$ cat src/rtl/prot_pkg.sv
package prot_pkg;
  typedef enum logic [1:0] {
    ACC_READ  = 2'd0,
    ACC_WRITE = 2'd1,
    ACC_FETCH = 2'd2,
    ACC_IDLE  = 2'd3
  } acc_kind_t;

  typedef enum logic [1:0] {
    CLS_PLAIN = 2'd0,
    CLS_SYS   = 2'd1,
    CLS_IO    = 2'd2,
    CLS_RSVD  = 2'd3
  } ins_cls_t;

  localparam logic [7:0] VEC_NONE  = 8'd0;
  localparam logic [7:0] VEC_STACK = 8'd12;
  localparam logic [7:0] VEC_GP    = 8'd13;
endpackage

$ cat src/rtl/prot_seg_check.sv
module prot_seg_check import prot_pkg::*; #(
  parameter int OFS_W  = 16,
  parameter int SPAN_W = 2
) (
  input  acc_kind_t          kind,
  input  logic               is_code,
  input  logic               rw,
  input  logic [OFS_W-1:0]   limit,
  input  logic [OFS_W-1:0]   offset,
  input  logic [SPAN_W-1:0]  span,
  output logic               type_err,
  output logic               lim_err
);
  logic [OFS_W-1:0] last_byte;

  // carry out of the offset sum is dropped on purpose
  assign last_byte = offset + OFS_W'(span);
  assign lim_err   = (kind != ACC_IDLE) && (last_byte > limit);

  always_comb begin
    unique case (kind)
      ACC_READ:  type_err = is_code && !rw;
      ACC_WRITE: type_err = is_code || !rw;
      ACC_FETCH: type_err = !is_code;
      default:   type_err = 1'b0;
    endcase
  end
endmodule

$ cat src/rtl/prot_priv_check.sv
module prot_priv_check import prot_pkg::*; #(
  parameter int PL_W = 2
) (
  input  ins_cls_t          cls,
  input  logic [PL_W-1:0]   cpl,
  input  logic [PL_W-1:0]   iopl,
  output logic              priv_err
);
  always_comb begin
    unique case (cls)
      CLS_SYS: priv_err = (cpl != '0);
      CLS_IO:  priv_err = (cpl > iopl);
      default: priv_err = 1'b0;
    endcase
  end
endmodule

$ cat src/rtl/prot_flag_filter.sv
module prot_flag_filter #(
  parameter int FLAG_W  = 16,
  parameter int PL_W    = 2,
  parameter int IE_BIT  = 9,
  parameter int IOPL_LO = 13
) (
  input  logic [FLAG_W-1:0] old_flags,
  input  logic [FLAG_W-1:0] new_flags,
  input  logic [PL_W-1:0]   cpl,
  output logic [FLAG_W-1:0] kept_flags
);
  localparam int IOPL_HI = IOPL_LO + PL_W - 1;

  logic [PL_W-1:0] iopl;
  assign iopl = old_flags[IOPL_HI:IOPL_LO];

  always_comb begin
    kept_flags = new_flags;
    if (cpl > iopl)
      kept_flags[IE_BIT] = old_flags[IE_BIT];
    if (cpl != '0)
      kept_flags[IOPL_HI:IOPL_LO] = old_flags[IOPL_HI:IOPL_LO];
  end
endmodule

$ cat src/rtl/prot_check_unit.sv
module prot_check_unit import prot_pkg::*; #(
  parameter int OFS_W   = 16,
  parameter int SPAN_W  = 2,
  parameter int FLAG_W  = 16,
  parameter int PL_W    = 2,
  parameter int IE_BIT  = 9,
  parameter int IOPL_LO = 13
) (
  input  logic              clk,
  input  logic              rst,
  input  logic              acc_valid,
  input  logic [1:0]        acc_kind,
  input  logic              seg_code,
  input  logic              seg_rw,
  input  logic              seg_stack,
  input  logic [OFS_W-1:0]  seg_limit,
  input  logic [OFS_W-1:0]  acc_ofs,
  input  logic [SPAN_W-1:0] acc_span,
  input  logic              ins_valid,
  input  logic [1:0]        ins_class,
  input  logic [PL_W-1:0]   cpl,
  input  logic [FLAG_W-1:0] flags_cur,
  input  logic              flag_upd,
  input  logic [FLAG_W-1:0] flags_new,
  output logic              fault,
  output logic [7:0]        fault_vec,
  output logic [FLAG_W-1:0] flags_out,
  output logic              flags_wr
);
  localparam int IOPL_HI = IOPL_LO + PL_W - 1;

  logic              type_err, lim_err, priv_err;
  logic [7:0]        vec_d;
  logic [FLAG_W-1:0] kept_flags;

  prot_seg_check #(.OFS_W(OFS_W), .SPAN_W(SPAN_W)) u_seg (
    .kind     (acc_kind_t'(acc_kind)),
    .is_code  (seg_code),
    .rw       (seg_rw),
    .limit    (seg_limit),
    .offset   (acc_ofs),
    .span     (acc_span),
    .type_err (type_err),
    .lim_err  (lim_err)
  );

  prot_priv_check #(.PL_W(PL_W)) u_priv (
    .cls      (ins_cls_t'(ins_class)),
    .cpl      (cpl),
    .iopl     (flags_cur[IOPL_HI:IOPL_LO]),
    .priv_err (priv_err)
  );

  prot_flag_filter #(
    .FLAG_W(FLAG_W), .PL_W(PL_W), .IE_BIT(IE_BIT), .IOPL_LO(IOPL_LO)
  ) u_flags (
    .old_flags  (flags_cur),
    .new_flags  (flags_new),
    .cpl        (cpl),
    .kept_flags (kept_flags)
  );

  // instruction faults first, then segment type, then limit
  always_comb begin
    vec_d = VEC_NONE;
    if (ins_valid && priv_err)
      vec_d = VEC_GP;
    else if (acc_valid && type_err)
      vec_d = VEC_GP;
    else if (acc_valid && lim_err)
      vec_d = seg_stack ? VEC_STACK : VEC_GP;
  end

  always_ff @(posedge clk) begin
    if (rst) begin
      fault     <= 1'b0;
      fault_vec <= VEC_NONE;
      flags_out <= '0;
      flags_wr  <= 1'b0;
    end else begin
      fault     <= (vec_d != VEC_NONE);
      fault_vec <= vec_d;
      flags_wr  <= flag_upd;
      if (flag_upd)
        flags_out <= kept_flags;
    end
  end
endmodule

$ cat config.mk
export PLATFORM = sky130hd
export DESIGN_NAME = prot_check_unit
export DESIGN_NICKNAME = d
export VERILOG_FILES = /design/src/rtl/prot_pkg.sv /design/src/rtl/prot_seg_check.sv /design/src/rtl/prot_priv_check.sv /design/src/rtl/prot_flag_filter.sv /design/src/rtl/prot_check_unit.sv
export SDC_FILE = /design/constraint.sdc
export NUM_CORES = 1
export LEC_CHECK = 0
export ABC_AREA = 1
export BUFFER_PORTS_ARGS = -buffer_cell sky130_fd_sc_hd__buf_2
export CORE_MARGIN = 2
export CORE_UTILIZATION = 46
export CTS_CLUSTER_DIAMETER = 30
export DETAILED_ROUTE_END_ITERATION = 16
export PLACE_DENSITY = 0.85
export SLEW_MARGIN = 40
export SYNTH_ARGS = -nofsm -noshare
export SYNTH_HDL_FRONTEND = slang
export SYNTH_SLANG_ARGS = --single-unit
$ cat constraint.sdc
create_clock -name clk -period 7.8 [get_ports clk]
set_input_delay 1.56 -clock clk [delete_from_list [all_inputs] [get_ports clk]]
set_output_delay 1.56 -clock clk [all_outputs]
set_load 0.005 [all_outputs]
Word-level counts from Yosys, hierarchy flattened --
Cells that the tools add are included.
Operators by class: add/subtract/negate cells 1, $lt $le $gt $ge 2, equal/unequal tests 5, muxes and demuxes 8, reduce and logical (&&, ||, !) cells 11
Operators by type and width (number):
- $add A16 B2 Y16 | 1
- $gt A16 B16 Y1 | 1
- $mux W4 | 3
- $reduce_bool A8 Y1 | 1
- $logic_and A1 B1 Y1 | 5
- $eq A2 B1 Y1 const B | 2
- $eq A2 B2 Y1 const B | 2
- $pmux W1 S3 | 1
- $gt A2 B2 Y1 | 1
- $logic_not A1 Y1 | 2
- $logic_not A2 Y1 | 1
- $mux W1 | 2
- $mux W2 | 1
- $ne A2 B2 Y1 const B | 1
- $pmux W1 S2 | 1
- $reduce_bool A2 Y1 | 1
- $logic_or A1 B1 Y1 | 1
Word-level totals: register bits after elaboration 26, input bits 80, output and inout bits 26, logic and storage cells 31

Longest topological paths before layout --
depth in word-level cells 8, depth in mapped cells 20, mapped depth without buffers 20

By module --
From an unflattened synthesis, not the netlist that was laid out.
Unflattened totals: cells, all modules 280, area, all modules 1875.5 um^2
Modules (own cells, without submodules):
- prot_seg_check | instances 1, cells each 139, area each 845.8 um^2, seq. area each 0.0 um^2
- prot_check_unit | instances 1, cells each 92, area each 726.9 um^2, seq. area each 400.4 um^2
- prot_flag_filter | instances 1, cells each 32, area each 192.7 um^2, seq. area each 0.0 um^2
- prot_priv_check | instances 1, cells each 17, area each 110.1 um^2, seq. area each 0.0 um^2

Least setup slack after synthesis --
Ideal clock, no wire load.
path kind input to register, start point input acc_ofs[0], end point register fault_vec[0], setup time 112 ps, arrival time 3498 ps, path slack 4189 ps, stages on the path 19, buffers on the path 0, path through ha_1 -> fa_1 -> nand3_2 -> nor3_4 -> nand3_2 -> nor2_2 -> inv_2 -> nor2_2 -> xor2_1 -> ha_1 -> nand2_1 -> nor2_1 -> nand2_1 -> nor2_1 -> nor2_1 -> nand2_1 -> nand2_1 -> nand2_1 -> nor2_1
On the way: word-level cells in the longest chain between the ends 7
Ends and longest elaborated chain:
- from (decl) | line prot_check_unit.sv:17 | input logic [OFS_W-1:0] acc_ofs,
- $add A16 B2 Y16 | line prot_seg_check.sv:17 | assign last_byte = offset + OFS_W'(span);
- $gt A16 B16 Y1 | line prot_seg_check.sv:18 | assign lim_err = (kind != ACC_IDLE) && (last_byte > limit);
- $logic_and A1 B1 Y1 | line prot_seg_check.sv:18
- $logic_and A1 B1 Y1 | line prot_check_unit.sv:70 | else if (acc_valid && lim_err)
- $mux W4 | line prot_check_unit.sv:70
- $mux W4 | line prot_check_unit.sv:68 | else if (acc_valid && type_err)
- $mux W4 | line prot_check_unit.sv:66 | if (ins_valid && priv_err)
- to (signal assigned) | line prot_check_unit.sv:82 | fault_vec <= vec_d;
- to (decl) | line prot_check_unit.sv:26 | output logic [7:0] fault_vec,
No other way between the ends. A chain may end at the register's enable or synchronous reset.

Worst setup path after layout --
start point input acc_ofs[0], end point register fault_vec[2]
The elaborated chain is that of the path after synthesis.

==> impl_metrics.tcl <==
set metrics [dict create \
    status "completed" \
    netlist_area_um2 1690 \
    dpl.cell_count 380 \
    gr-total-overflow 0 \
    vias 1744 \
    routed_via_density 4.54 \
    postRouteAntennaNets 0 \
    power_frac_seq_pct 41.4 \
    cp.arrival_ns 3.82 \
    place_congestion 0.817 \
    numClockSinks 20 \
    synth_top_area_share_pct 23.7 \
    maxCapViolCount 0 \
    dp_hpwl_um 3120 \
    yosysWarnings 0 \
    fin_cells 384 \
    worstHoldStart "flags_out[13]$_SDFFE_PP0P_" \
    grt_pass1_wl_um 6230 \
    num_rows 22 \
    cp.required_ns 7.95 \
    insertion_delay_ns 0.25 \
    r2r_setup_slack_ns 7.15 \
    hold_buffers 0 \
    holdWs_ns 0.486 \
    fin_worst_skew_ns 0 \
    rr_startpoint "flags_out[8]$_SDFFE_PP0P_" \
    period_minus_slack_ns 3.67 \
    end_kind "flip-flop" \
    numPortBuffers 87 \
    max_freq_mhz 273 \
    grt_pass1_vias 1594 \
    ys_seq_elements 20 \
    clkPwrFrac_pct 28.1 \
    root_buffer "clkbuf_8" \
    dieArea_um2 4180 \
    postLayoutCoreUtil_pct 60.9 \
    rsz0062_at_grt "false" \
    post_cts_buffers 0 \
    power.share.switching_pct 28.9 \
    synthTopCellsByArea "dfxtp_1 (24%), ha_1 (16%), inv_1 (11%)" \
    holdPathEnd "flags_out[13]$_SDFFE_PP0P_" \
    period_share_pct 47.0 \
    r2r_cells 2 \
    dr.pass1.iters 5 \
    antenna_cells 0 \
    p_int_uw 193 \
    coreArea_um2 3610 \
    clkTransAtPathRegs_ns 0.07 \
    drive_above_1_share_pct 31.5 \
    fin_setup_tns_ns 0 \
    crit_fanout 3 \
    die_h_um 64.6 \
    final_common_cell "buf_2" \
    grt_use_total_pct 18.4 \
    avgSynthCellArea_um2 6.74 \
    hold_viol 0 \
    numCtsBuffers 3 \
    drc 0 \
    wl_per_cell_um 9.46 \
    h-tree-depth 1 \
    wirelength_um 3630 \
    ys_seq_area_share_pct 23.7 \
    antenna_found_initial 0 \
    synth_cells 251 \
    power.density_nw_per_um2 124 \
    tritoncts "done" \
    first_iter_violations 80 \
    fp.dieW_um 64.6 \
    grt_max_degree 20 \
    finalNetCount 440 \
    synth_area_leader_cell "dfxtp_1" \
    final_cell_mix "buf_2 (87), inv_1 (49), nand2_1 (42)" \
    layout-area-overhead-vs-synth_pct 29.9 \
    finalSetupViolations 0 \
    start_kind "input pin" \
    worstSetupPathType "input pin to flip-flop" \
    switchingPower_uw 78.4 \
    ios 106 \
    power_frac_comb_pct 30.5 \
    slew_violations 0 \
    synth.distinct_cells 29 \
    p_leak_uw 0.00134 \
    initial_core_util_pct 46.9 \
    cts.path.max_buffers 2 \
    setup_slack_ns 4.13 \
    hold_class "flip-flop to flip-flop" \
    max-vdd-ir-drop_v 0.0000779 \
    timing.rr.end "flags_out[8]$_SDFFE_PP0P_" \
    worstHoldPathCells 2 \
    pre_cts_slack_ns 3.84 \
    cts_resized 0 \
]
-- how the worst max path moves through the flow --
stage                          start                      end  slack, ns  cells past startpoint
after floorplan           acc_ofs[0]  fault_vec[0]$_SDFF_PP0_       4.19                     19
after global placement    acc_ofs[0]  fault_vec[0]$_SDFF_PP0_       3.86                     20
after detailed placement  acc_ofs[0]  fault_vec[2]$_SDFF_PP0_       3.84                     20
after CTS                 acc_ofs[0]  fault_vec[2]$_SDFF_PP0_       4.11                     20
after global routing      acc_ofs[0]  fault_vec[2]$_SDFF_PP0_       3.77                     20
final                     acc_ofs[0]  fault_vec[2]$_SDFF_PP0_       4.13                     20
-- area by class of cell --
class	count	area, µm²
inverters	50	188
fillers	347	1410
flip-flops and latches	20	400
well taps	48	60.1
clock buffers	4	55.1
repair buffers	87	435
multi-input cells	175	1060
-- synthesized netlist by cell type --
master	count
o211ai_1	2
nor3_2	2
or2_2	1
inv_2	1
nor3_4	1
a21o_1	1
clkbuf_1	4
conb_1	1
dfxtp_1	20
inv_1	49
a21oi_1	10
a31oi_1	1
nand3_2	3
nor2_1	39
nor2_4	1
nor2_2	2
o21ai_0	18
nand2_2	4
xnor2_1	4
o21ai_1	1
nand3_1	4
ha_1	22
and2_0	1
nand4_1	1
xor2_1	8
nand2_1	42
o21bai_1	1
buf_4	6
fa_1	1
-- power by group through the flow --
stage          registers, µW  clock network [µW]  logic, µW
4_1_cts                  112                78.5       84.1
5_1_grt                  113                84.3       97.4
2_1_floorplan            116                   0       48.6
3_3_place_gp             114                   0       80.6
3_5_place_dp             115                   0       83.5
6_report                 112                76.4       82.8
-- flip-flops by register name, indices dropped and copies added (netlist names) --
register,flops
flags_out,16
fault,1
fault_vec,2
flags_wr,1
-- logic make-up (layout without fill, tap and decap cells) --
logic type	count (synthesis)	after routing	synth area share [%]
other	1	5	0.222
buffers and inverters	60	141	14.6
adder cells (fa/ha/maj)	23	23	17.5
AND/OR/NAND/NOR	101	101	27.1
XOR/XNOR	12	12	6.21
flip-flops	20	20	23.7
AO/OA/AOI/OAI	34	34	10.7
-- per-stage QoR --
stage                     total power (µW)  cell area (µm²)
after floorplan                        164             1710
after global placement                 195             2140
after detailed placement               198             2140
after CTS                              275             2200
after global routing                   295             2200
final                                  272             2200
-- worst max-delay path, cell delays in order --
cell and delay (ns):
buf_2 0.10, ha_1 0.21, fa_1 0.41, nand3_2 0.13, nor3_4 0.06, nand3_2 0.07, nor2_2 0.05, nand2_1 0.06
xor2_1 0.14, inv_1 0.06, ha_1 0.26, nand2_1 0.04, nor2_1 0.13, nand2_1 0.09, nor2_1 0.10, nor2_1 0.04
nand2_1 0.06, nand2_1 0.05, nand2_1 0.12, inv_1 0.05
-- routing by layer --
metal | GRT usage [%] | share of wire (%) | routed length (µm) | vias to the layer above
met1 | 21.2 | 43 | 1550 | 747
met2 | 34.9 | 51 | 1850 | 58
met5 | 0 | 0 | 0 | -
li1 | - | - | - | 935
met3 | 2.08 | 5.1 | 184 | 4
met4 | 6.38 | 1.5 | 55 | 0
Note: power is estimated with default switching activity, not from simulation.
